`src/rtl/vitc_pkg.sv`:
```
package vitc_pkg;
   localparam int GRP_CNT  = 9;
   localparam int GRP_LEN  = 10;
   localparam int SYNC_LEN = 2;
   localparam int DATA_LEN = 8;
   localparam int WORD_LEN = GRP_CNT * GRP_LEN;
   localparam int PAY_LEN  = (GRP_CNT - 1) * DATA_LEN;
   localparam int CRC_LEN  = DATA_LEN;
   localparam int CRC_SPAN = WORD_LEN - CRC_LEN;
   localparam int LINE_W   = 6;

   typedef enum logic [1:0] {
      SER_IDLE = 2'd0,
      SER_WAIT = 2'd1,
      SER_SEND = 2'd2
   } ser_state_e;
endpackage

```
`src/rtl/vitc_shadow.sv`:
```
module vitc_shadow #(
   parameter int DATA_W = 76
) (
   input  logic              clk,
   input  logic              rst_n,
   input  logic              wr_en,
   input  logic [DATA_W-1:0] wr_data,
   input  logic              commit,
   output logic [DATA_W-1:0] act_data
);
   logic [DATA_W-1:0] pend_q;
   logic [DATA_W-1:0] act_q;

   initial begin
      assert (DATA_W >= 1) else $error("vitc_shadow: DATA_W must be positive");
   end

   always_ff @(posedge clk or negedge rst_n) begin
      if (!rst_n) begin
         pend_q <= '0;
         act_q  <= '0;
      end else begin
         if (wr_en)
            pend_q <= wr_data;
         if (commit)
            act_q <= wr_en ? wr_data : pend_q;
      end
   end

   assign act_data = act_q;


   act_hold_chk: assert property (@(posedge clk) disable iff (!rst_n)
      !commit |=> $stable(act_q));
endmodule

```
`src/rtl/vitc_line_match.sv`:
```
module vitc_line_match #(
   parameter int NUM_SLOTS = 2,
   parameter int LINE_W    = 6,
   parameter int LINE_MIN  = 10,
   parameter int LINE_MAX  = 40
) (
   input  logic                        clk,
   input  logic                        rst_n,
   input  logic                        hs_strobe,
   input  logic [LINE_W-1:0]           cur_line,
   input  logic [NUM_SLOTS*LINE_W-1:0] act_lines,
   output logic                        hit
);
   logic [NUM_SLOTS-1:0] slot_hit;

   initial begin
      assert (NUM_SLOTS >= 1) else $error("vitc_line_match: need at least one slot");
      assert (LINE_MIN <= LINE_MAX) else $error("vitc_line_match: empty line window");
      assert (LINE_MAX < (1 << LINE_W)) else $error("vitc_line_match: LINE_W too narrow");
   end

   for (genvar s = 0; s < NUM_SLOTS; s++) begin : g_slot
      logic [LINE_W-1:0] ln;
      logic              in_win;
      assign ln       = act_lines[s*LINE_W +: LINE_W];
      assign in_win   = (int'(ln) >= LINE_MIN) && (int'(ln) <= LINE_MAX);
      assign slot_hit[s] = in_win && (ln == cur_line);
   end

   assign hit = hs_strobe && (|slot_hit);


   line_window_chk: assert property (@(posedge clk) disable iff (!rst_n)
      hit |-> (int'(cur_line) >= LINE_MIN && int'(cur_line) <= LINE_MAX));
endmodule

```
`src/rtl/vitc_crc.sv`:
```
module vitc_crc #(
   parameter int CRC_W = 8
) (
   input  logic clk,
   input  logic rst_n,
   input  logic clr,
   input  logic upd,
   input  logic din,
   input  logic shift_out,
   output logic msb
);
   logic [CRC_W-1:0] crc_q;

   initial begin
      assert (CRC_W >= 2) else $error("vitc_crc: CRC_W must be at least 2");
   end

   always_ff @(posedge clk or negedge rst_n) begin
      if (!rst_n)
         crc_q <= '0;
      else if (clr)
         crc_q <= '0;
      else if (upd)
         crc_q <= {crc_q[CRC_W-2:0], crc_q[CRC_W-1] ^ din};
      else if (shift_out)
         crc_q <= {crc_q[CRC_W-2:0], 1'b0};
   end

   assign msb = crc_q[CRC_W-1];
endmodule

```
`src/rtl/vitc_serializer.sv`:
```
module vitc_serializer
   import vitc_pkg::*;
#(
   parameter int START_OFS   = 20,
   parameter int BIT_CLKS    = 4
) (
   input  logic               clk,
   input  logic               rst_n,
   input  logic               hit,
   input  logic [PAY_LEN-1:0] act_payload,
   output logic               ser_data,
   output logic               ser_gate
);
   localparam int OFS_W  = $clog2(START_OFS + 1);
   localparam int PIX_W  = $clog2(BIT_CLKS + 1);
   localparam int GRP_W  = $clog2(GRP_CNT + 1);
   localparam int POS_W  = $clog2(GRP_LEN + 1);
   localparam int GATE_CLKS = WORD_LEN * BIT_CLKS;
   localparam int GL_W   = $clog2(GATE_CLKS + 1) + 1;

   initial begin
      assert (START_OFS >= 1) else $error("vitc_serializer: START_OFS must be >= 1");
      assert (BIT_CLKS >= 1) else $error("vitc_serializer: BIT_CLKS must be >= 1");
   end

   ser_state_e         state_q;
   logic [OFS_W-1:0]   ofs_q;
   logic [PIX_W-1:0]   pix_q;
   logic [GRP_W-1:0]   grp_q;
   logic [POS_W-1:0]   pos_q;
   logic [PAY_LEN-1:0] pay_q;
   logic               data_q;
   logic               gate_q;

   logic               take, ofs_done, pix_done, last_bit, advance;
   logic [POS_W-1:0]   nxt_pos;
   logic [GRP_W-1:0]   nxt_grp;
   logic               is_sync, is_crc, nxt_bit, crc_msb;

   always_comb begin
      take     = (state_q == SER_IDLE) && hit;
      ofs_done = (state_q == SER_WAIT) && (ofs_q == '0);
      pix_done = (state_q == SER_SEND) && (pix_q == '0);
      last_bit = (grp_q == GRP_W'(GRP_CNT - 1)) && (pos_q == POS_W'(GRP_LEN - 1));
      advance  = ofs_done || (pix_done && !last_bit);
      if (ofs_done) begin
         nxt_pos = '0;
         nxt_grp = '0;
      end else if (pos_q == POS_W'(GRP_LEN - 1)) begin
         nxt_pos = '0;
         nxt_grp = grp_q + 1'b1;
      end else begin
         nxt_pos = pos_q + 1'b1;
         nxt_grp = grp_q;
      end
      is_sync = (nxt_pos < POS_W'(SYNC_LEN));
      is_crc  = !is_sync && (nxt_grp == GRP_W'(GRP_CNT - 1));
      if (is_sync)
         nxt_bit = (nxt_pos == '0);
      else if (is_crc)
         nxt_bit = crc_msb;
      else
         nxt_bit = pay_q[0];
   end

   vitc_crc #(.CRC_W(CRC_LEN)) u_crc (
      .clk       (clk),
      .rst_n     (rst_n),
      .clr       (take),
      .upd       (advance && !is_crc),
      .din       (nxt_bit),
      .shift_out (advance && is_crc),
      .msb       (crc_msb)
   );

   always_ff @(posedge clk or negedge rst_n) begin
      if (!rst_n) begin
         state_q <= SER_IDLE;
         ofs_q   <= '0;
         pix_q   <= '0;
         grp_q   <= '0;
         pos_q   <= '0;
         pay_q   <= '0;
         data_q  <= 1'b0;
         gate_q  <= 1'b0;
      end else begin
         case (state_q)
            SER_IDLE: begin
               if (hit) begin
                  state_q <= SER_WAIT;
                  ofs_q   <= OFS_W'(START_OFS - 1);
                  pay_q   <= act_payload;
               end
            end
            SER_WAIT: begin
               if (ofs_q == '0) begin
                  state_q <= SER_SEND;
                  gate_q  <= 1'b1;
                  pix_q   <= PIX_W'(BIT_CLKS - 1);
               end else begin
                  ofs_q <= ofs_q - 1'b1;
               end
            end
            SER_SEND: begin
               if (pix_q == '0) begin
                  if (last_bit) begin
                     state_q <= SER_IDLE;
                     gate_q  <= 1'b0;
                     data_q  <= 1'b0;
                  end else begin
                     pix_q <= PIX_W'(BIT_CLKS - 1);
                  end
               end else begin
                  pix_q <= pix_q - 1'b1;
               end
            end
            default: state_q <= SER_IDLE;
         endcase
         if (advance) begin
            data_q <= nxt_bit;
            pos_q  <= nxt_pos;
            grp_q  <= nxt_grp;
            if (!is_sync && !is_crc)
               pay_q <= pay_q >> 1;
         end
      end
   end

   assign ser_data = data_q;
   assign ser_gate = gate_q;

   // gate length observer for the width check
   logic [GL_W-1:0] gl_q;
   always_ff @(posedge clk or negedge rst_n) begin
      if (!rst_n)
         gl_q <= '0;
      else
         gl_q <= gate_q ? gl_q + 1'b1 : '0;
   end


   gate_width_chk: assert property (@(posedge clk) disable iff (!rst_n)
      $fell(ser_gate) |-> (gl_q == GL_W'(GATE_CLKS)));


   first_sync_chk: assert property (@(posedge clk) disable iff (!rst_n)
      $rose(ser_gate) |-> ser_data);


   quiet_out_chk: assert property (@(posedge clk) disable iff (!rst_n)
      !ser_gate |-> !ser_data);


   busy_ignore_chk: assert property (@(posedge clk) disable iff (!rst_n)
      (state_q == SER_SEND && hit) |=> $stable(pay_q) || advance || $past(advance));
endmodule

```
`src/rtl/vitc_line_inserter.sv`:
```
module vitc_line_inserter
   import vitc_pkg::*;
#(
   parameter int START_OFS = 20,
   parameter int BIT_CLKS  = 4,
   parameter int LINE_MIN  = 10,
   parameter int LINE_MAX  = 40
) (
   input  logic                 clk,
   input  logic                 rst_n,
   input  logic                 host_we,
   input  logic [PAY_LEN-1:0]   host_payload,
   input  logic [LINE_W-1:0]    host_line_a,
   input  logic [LINE_W-1:0]    host_line_b,
   input  logic                 field_start,
   input  logic                 hs_strobe,
   input  logic [LINE_W-1:0]    cur_line,
   output logic                 code_out,
   output logic                 code_gate
);
   localparam int NUM_SLOTS = 2;
   localparam int LINES_W   = NUM_SLOTS * LINE_W;
   localparam int SHADOW_W  = PAY_LEN + LINES_W;

   logic [SHADOW_W-1:0] act_all;
   logic [LINES_W-1:0]  act_lines;
   logic [PAY_LEN-1:0]  act_payload;
   logic                hit;

   vitc_shadow #(.DATA_W(SHADOW_W)) u_shadow (
      .clk      (clk),
      .rst_n    (rst_n),
      .wr_en    (host_we),
      .wr_data  ({host_payload, host_line_b, host_line_a}),
      .commit   (field_start),
      .act_data (act_all)
   );

   assign act_payload = act_all[SHADOW_W-1 -: PAY_LEN];
   assign act_lines   = act_all[LINES_W-1:0];

   vitc_line_match #(
      .NUM_SLOTS (NUM_SLOTS),
      .LINE_W    (LINE_W),
      .LINE_MIN  (LINE_MIN),
      .LINE_MAX  (LINE_MAX)
   ) u_match (
      .clk       (clk),
      .rst_n     (rst_n),
      .hs_strobe (hs_strobe),
      .cur_line  (cur_line),
      .act_lines (act_lines),
      .hit       (hit)
   );

   vitc_serializer #(
      .START_OFS (START_OFS),
      .BIT_CLKS  (BIT_CLKS)
   ) u_ser (
      .clk         (clk),
      .rst_n       (rst_n),
      .hit         (hit),
      .act_payload (act_payload),
      .ser_data    (code_out),
      .ser_gate    (code_gate)
   );
endmodule

```
`config.mk`:
```
export PLATFORM = sky130hd
export DESIGN_NAME = vitc_line_inserter
export DESIGN_NICKNAME = d
export VERILOG_FILES = /design/src/rtl/vitc_pkg.sv /design/src/rtl/vitc_shadow.sv /design/src/rtl/vitc_line_match.sv /design/src/rtl/vitc_crc.sv /design/src/rtl/vitc_serializer.sv /design/src/rtl/vitc_line_inserter.sv
export SDC_FILE = /design/constraint.sdc
export NUM_CORES = 1
export LEC_CHECK = 0
export ABC_AREA = 1
export CORE_MARGIN = 2
export CORE_UTILIZATION = 30
export DETAILED_ROUTE_END_ITERATION = 7
export PLACE_DENSITY_LB_ADDON = 0.15
export SYNTH_ARGS = -nofsm -noshare
export SYNTH_HDL_FRONTEND = slang
export SYNTH_SLANG_ARGS = --single-unit
```
`constraint.sdc`:
```
create_clock -name clk -period 5.1 [get_ports clk]
set_input_delay 0.51 -clock clk [delete_from_list [all_inputs] [get_ports clk]]
set_output_delay 0.51 -clock clk [all_outputs]
set_load 0.01 [all_outputs]
```
==> results.txt <==
----------------------------------------------------
[Setup path]
  Critical path startpoint category ... register
  Data arrival at the endpoint of the critical path ... 3780 ps
  Most repeated library cell on the critical path ... sky130_fd_sc_hd__inv_2
  Number of buffers and inverters on the critical path ... 6
  Sort of element at the end of the critical path ... register
  WS Path Type ... reg2reg
  Ordered list of cells on the worst path ... inv_1, ha_1, inv_1, nor2_1, nand3_2, inv_2, a21oi_4, inv_2, nand3_4, inv_2, buf_4, nand2_1, nand2_1
  Cell with the largest stage delay on the worst path ... sky130_fd_sc_hd__inv_2
  Critical path's top delay family ... buffers and inverters
  Critical-path maximum fanout ... 39
  Required time of the critical path ... 5570 ps
  Crit path largest cell delay ... 600 ps

[Timing]
  Pin slew with the least headroom to its limit ... 1070 ps
  Final hold violations ... 3
  Minimum hold slack ... -12.8 ps
  Period utilisation layout ... 64.9%
  Headroom to the max-slew limit ... 28.8%
  RSZ-0062 raised after global routing ... false
  Final Critical Period ... 3310 ps
  Setup Total Neg Slack ... 0 ps
  Setup violators final ... 0
  Max-slew violation count ... 0
  Clock skew ... 19.4 ps
  Maximum clock frequency ... 302 MHz

[Layout]
  Share of cells above drive strength 1 ... 16.4%
  Layout overhead on the synthesized area ... 19.0%
  Antenna cell count ... 0
  Post-layout nets ... 1375
  Layout Utilization ... 36.4%

[Yosys]
  Nets in the synthesized netlist ... 1301
  Flip-flop and latch count after synthesis ... 244
  Most common cell in the netlist ... sky130_fd_sc_hd__nand2_1
  Number of synthesis warnings ... 0
  Cell taking the most area after synthesis ... sky130_fd_sc_hd__dfrtp_1
  Number of enable flip-flop cells after synthesis ... 0
  Sequential fraction of the synthesis area ... 54.4%
  Post-synthesis instance total ... 1203
  Share of the synthesized area in the top cell type ... 54.4%
  Average cell area after synthesis ... 9.34 sq um
  Synth top area cells ... sky130_fd_sc_hd__dfrtp_1 54%, sky130_fd_sc_hd__nand2_1 14%, sky130_fd_sc_hd__mux2_2 8.2%
  Most numerous cell types in the synthesized netlist ... 416 x sky130_fd_sc_hd__nand2_1, 244 x sky130_fd_sc_hd__dfrtp_1, 164 x sky130_fd_sc_hd__inv_1
  Prevailing post-synth register cell ... sky130_fd_sc_hd__dfrtp_1
  Cell variety after synth ... 31
  Post-Synthesis Cell Area ... 11200 sq um
  Fraction of synthesis flops using an asynchronous set or reset pin ... 100%

[GRT]
  Maximum number of pins on one net before global-route repair ... 111
  Initial antenna violation count ... 1
  Global route total overflow ... 0
  Wire length of the first global-routing pass ... 40100 um
  Gr usage total ... 12.5%
  Number of global-route vias before repair ... 7922

[Clock tree]
  CTS hold repair buffers ... 0
  Maximum root-to-sink buffer count ... 3
  CTS root buf ... sky130_fd_sc_hd__clkbuf_16
  Clock-pin slew of the registers on the worst-case setup and hold paths ... 60 ps
  H-tree Lvls ... 1
  Post-CTS setup buffer count ... 0
  Cts repair resizes ... 0
  Number of buffers created by CTS ... 29
  Clock latency reported for the late side of the worst-skew pair ... 550 ps
  TritonCTS clock tree ... built
  Number of sinks handled by clock tree synthesis ... 244

[Run status]
  Violations in the final reports ... negative hold slack
  Run status ... finished, violations left

[Detailed routing]
  Number of antenna-violating nets in the routed design ... 0
  Iteration count of the initial detailed-routing pass ... 4
  Violation count after the first detailed-routing iteration ... 356
  DR WL/cell ... 13.2 um
  Vias after detailed routing ... 7671
  DRC violations left ... 0
  Total routed wirelength ... 23300 um
  Vias per cell ... 4.35

[Power and ir drop]
  Cell Pwr Density ... 442 nW/um^2
  Leakage power ... 6.64 nW
  Max rail drop VDD ... 0.000249 V

[Die]
  Ports ... 89
  Die area ... 39000 sq um
  Horizontal extent of the die ... 197 um
  Number of cell rows ... 70
  Vertical extent of the die ... 197 um
  Core region area ... 36700 sq um
  Starting density of the core ... 30.6%

[Flow run]
  Max-Cap Viols ... 0

[Min path]
  Classification of the worst-slack hold path ... in2async

[Place]
  Port Buffers ... 88
  Routability congestion estimate ... 0.793
  Hpwl dp ... 14400 um

----------------------------------------------------
state kept, by name, summed over array words and instances, names as in the netlist:
register	cells
u_ser.pay_q	64
u_shadow.act_data	76
u_ser.state_q	2
u_ser.u_crc.crc_q	8
u_ser.pos_q	4
u_shadow.pend_q	76
u_ser.pix_q	3
u_ser.ser_data	1
u_ser.grp_q	4
u_ser.ser_gate	1
u_ser.ofs_q	5
area by class of cell:
type	count	area (sq um)
repair buffers	95	946
well taps	468	586
multi-input cells	738	4170
fillers	3722	23300
clock buffers	46	890
inverters	169	634
flip-flops and latches	244	6110
clock inverters	5	32.5
cells by family after synthesis:
kind of cell,synth area share [%]
buffers and inverters,8.53
flip-flops,54.4
multiplexers,8.22
XOR/XNOR,0.936
adder cells (fa/ha/maj),1.23
AND/OR/NAND/NOR,21.8
AO/OA/AOI/OAI,4.88
final timing paths:
path                                      start                   to  slack, ps  depth (start not counted)
max in group asynchronous                 rst_n  u_shadow.pend_q[72]       3920                          2
worst min register to register  u_ser.pay_q[33]      u_ser.pay_q[32]        460                          2
worst min-delay path                      rst_n  u_shadow.pend_q[37]        -10                          1
min in group clk                u_ser.pay_q[33]      u_ser.pay_q[32]        460                          2
worst max-delay path             u_ser.ofs_q[0]      u_ser.pay_q[42]       1790                         13
worst max register to register   u_ser.ofs_q[0]      u_ser.pay_q[42]       1790                         13
worst register-to-register path, cell delays in order, from the launching register on:
cell and delay [ps]:
sky130_fd_sc_hd__dfrtp_1 390, sky130_fd_sc_hd__inv_1 100, sky130_fd_sc_hd__ha_1 160, sky130_fd_sc_hd__inv_1 40, sky130_fd_sc_hd__nor2_1 140, sky130_fd_sc_hd__nand3_2 130, sky130_fd_sc_hd__inv_2 130, sky130_fd_sc_hd__a21oi_4 80
sky130_fd_sc_hd__inv_2 240, sky130_fd_sc_hd__nand3_4 530, sky130_fd_sc_hd__inv_2 610, sky130_fd_sc_hd__buf_4 500, sky130_fd_sc_hd__nand2_1 120, sky130_fd_sc_hd__nand2_1 90
stage by stage:
| step | hold slack, ps | instances | cell area [sq um] | setup slack, ps | power, mW |
|---|---|---|---|---|---|
| 4_1_cts | 43.6 | 1765 | 13400 | 1710 | 6.03 |
| 3_3_place_gp | 457 | 1714 | 12400 | 1800 | 3.98 |
| 2_1_floorplan | 214 | 1203 | 11200 | 3310 | 3.64 |
| 3_5_place_dp | 459 | 1714 | 12400 | 1710 | 3.99 |
| 6_report | -12.8 | 1765 | 13400 | 1790 | 5.91 |
| 5_1_grt | 71.8 | 1765 | 13400 | 1380 | 6.37 |
layer usage:
metal	part of all wire (%)	wire length, um	track usage, %
met5	0.051	12	0
met4	1.8	418	3.06
met3	4.6	1080	2.60
met2	45	10500	20.2
met1	49	11400	17.0
report_power, final:
group | switching [mW] | internal, mW
logic | 0.766 | 0.593
clock network | 0.794 | 1.18
registers | 0.210 | 2.36
total | 1.77 | 4.14
layout by cell type, fill, tap and decap left out, types with 3 or more instances in the layout:
cell type / instances
sky130_fd_sc_hd__nand3_1: 18
sky130_fd_sc_hd__o21ai_0: 92
sky130_fd_sc_hd__a21oi_1: 5
sky130_fd_sc_hd__clkbuf_16: 29
sky130_fd_sc_hd__mux2_2: 82
sky130_fd_sc_hd__inv_1: 164
sky130_fd_sc_hd__nand3_4: 3
sky130_fd_sc_hd__clkbuf_8: 10
sky130_fd_sc_hd__ha_1: 11
sky130_fd_sc_hd__dfrtp_1: 244
sky130_fd_sc_hd__nand4_1: 5
sky130_fd_sc_hd__nand3_2: 62
sky130_fd_sc_hd__nor2_1: 18
sky130_fd_sc_hd__clkinv_2: 3
sky130_fd_sc_hd__clkdlybuf4s50_1: 85
sky130_fd_sc_hd__clkbuf_1: 7
sky130_fd_sc_hd__buf_4: 8
sky130_fd_sc_hd__xor2_1: 11
sky130_fd_sc_hd__inv_2: 5
sky130_fd_sc_hd__nand2_1: 416
Power figures use the tool's default switching activity.
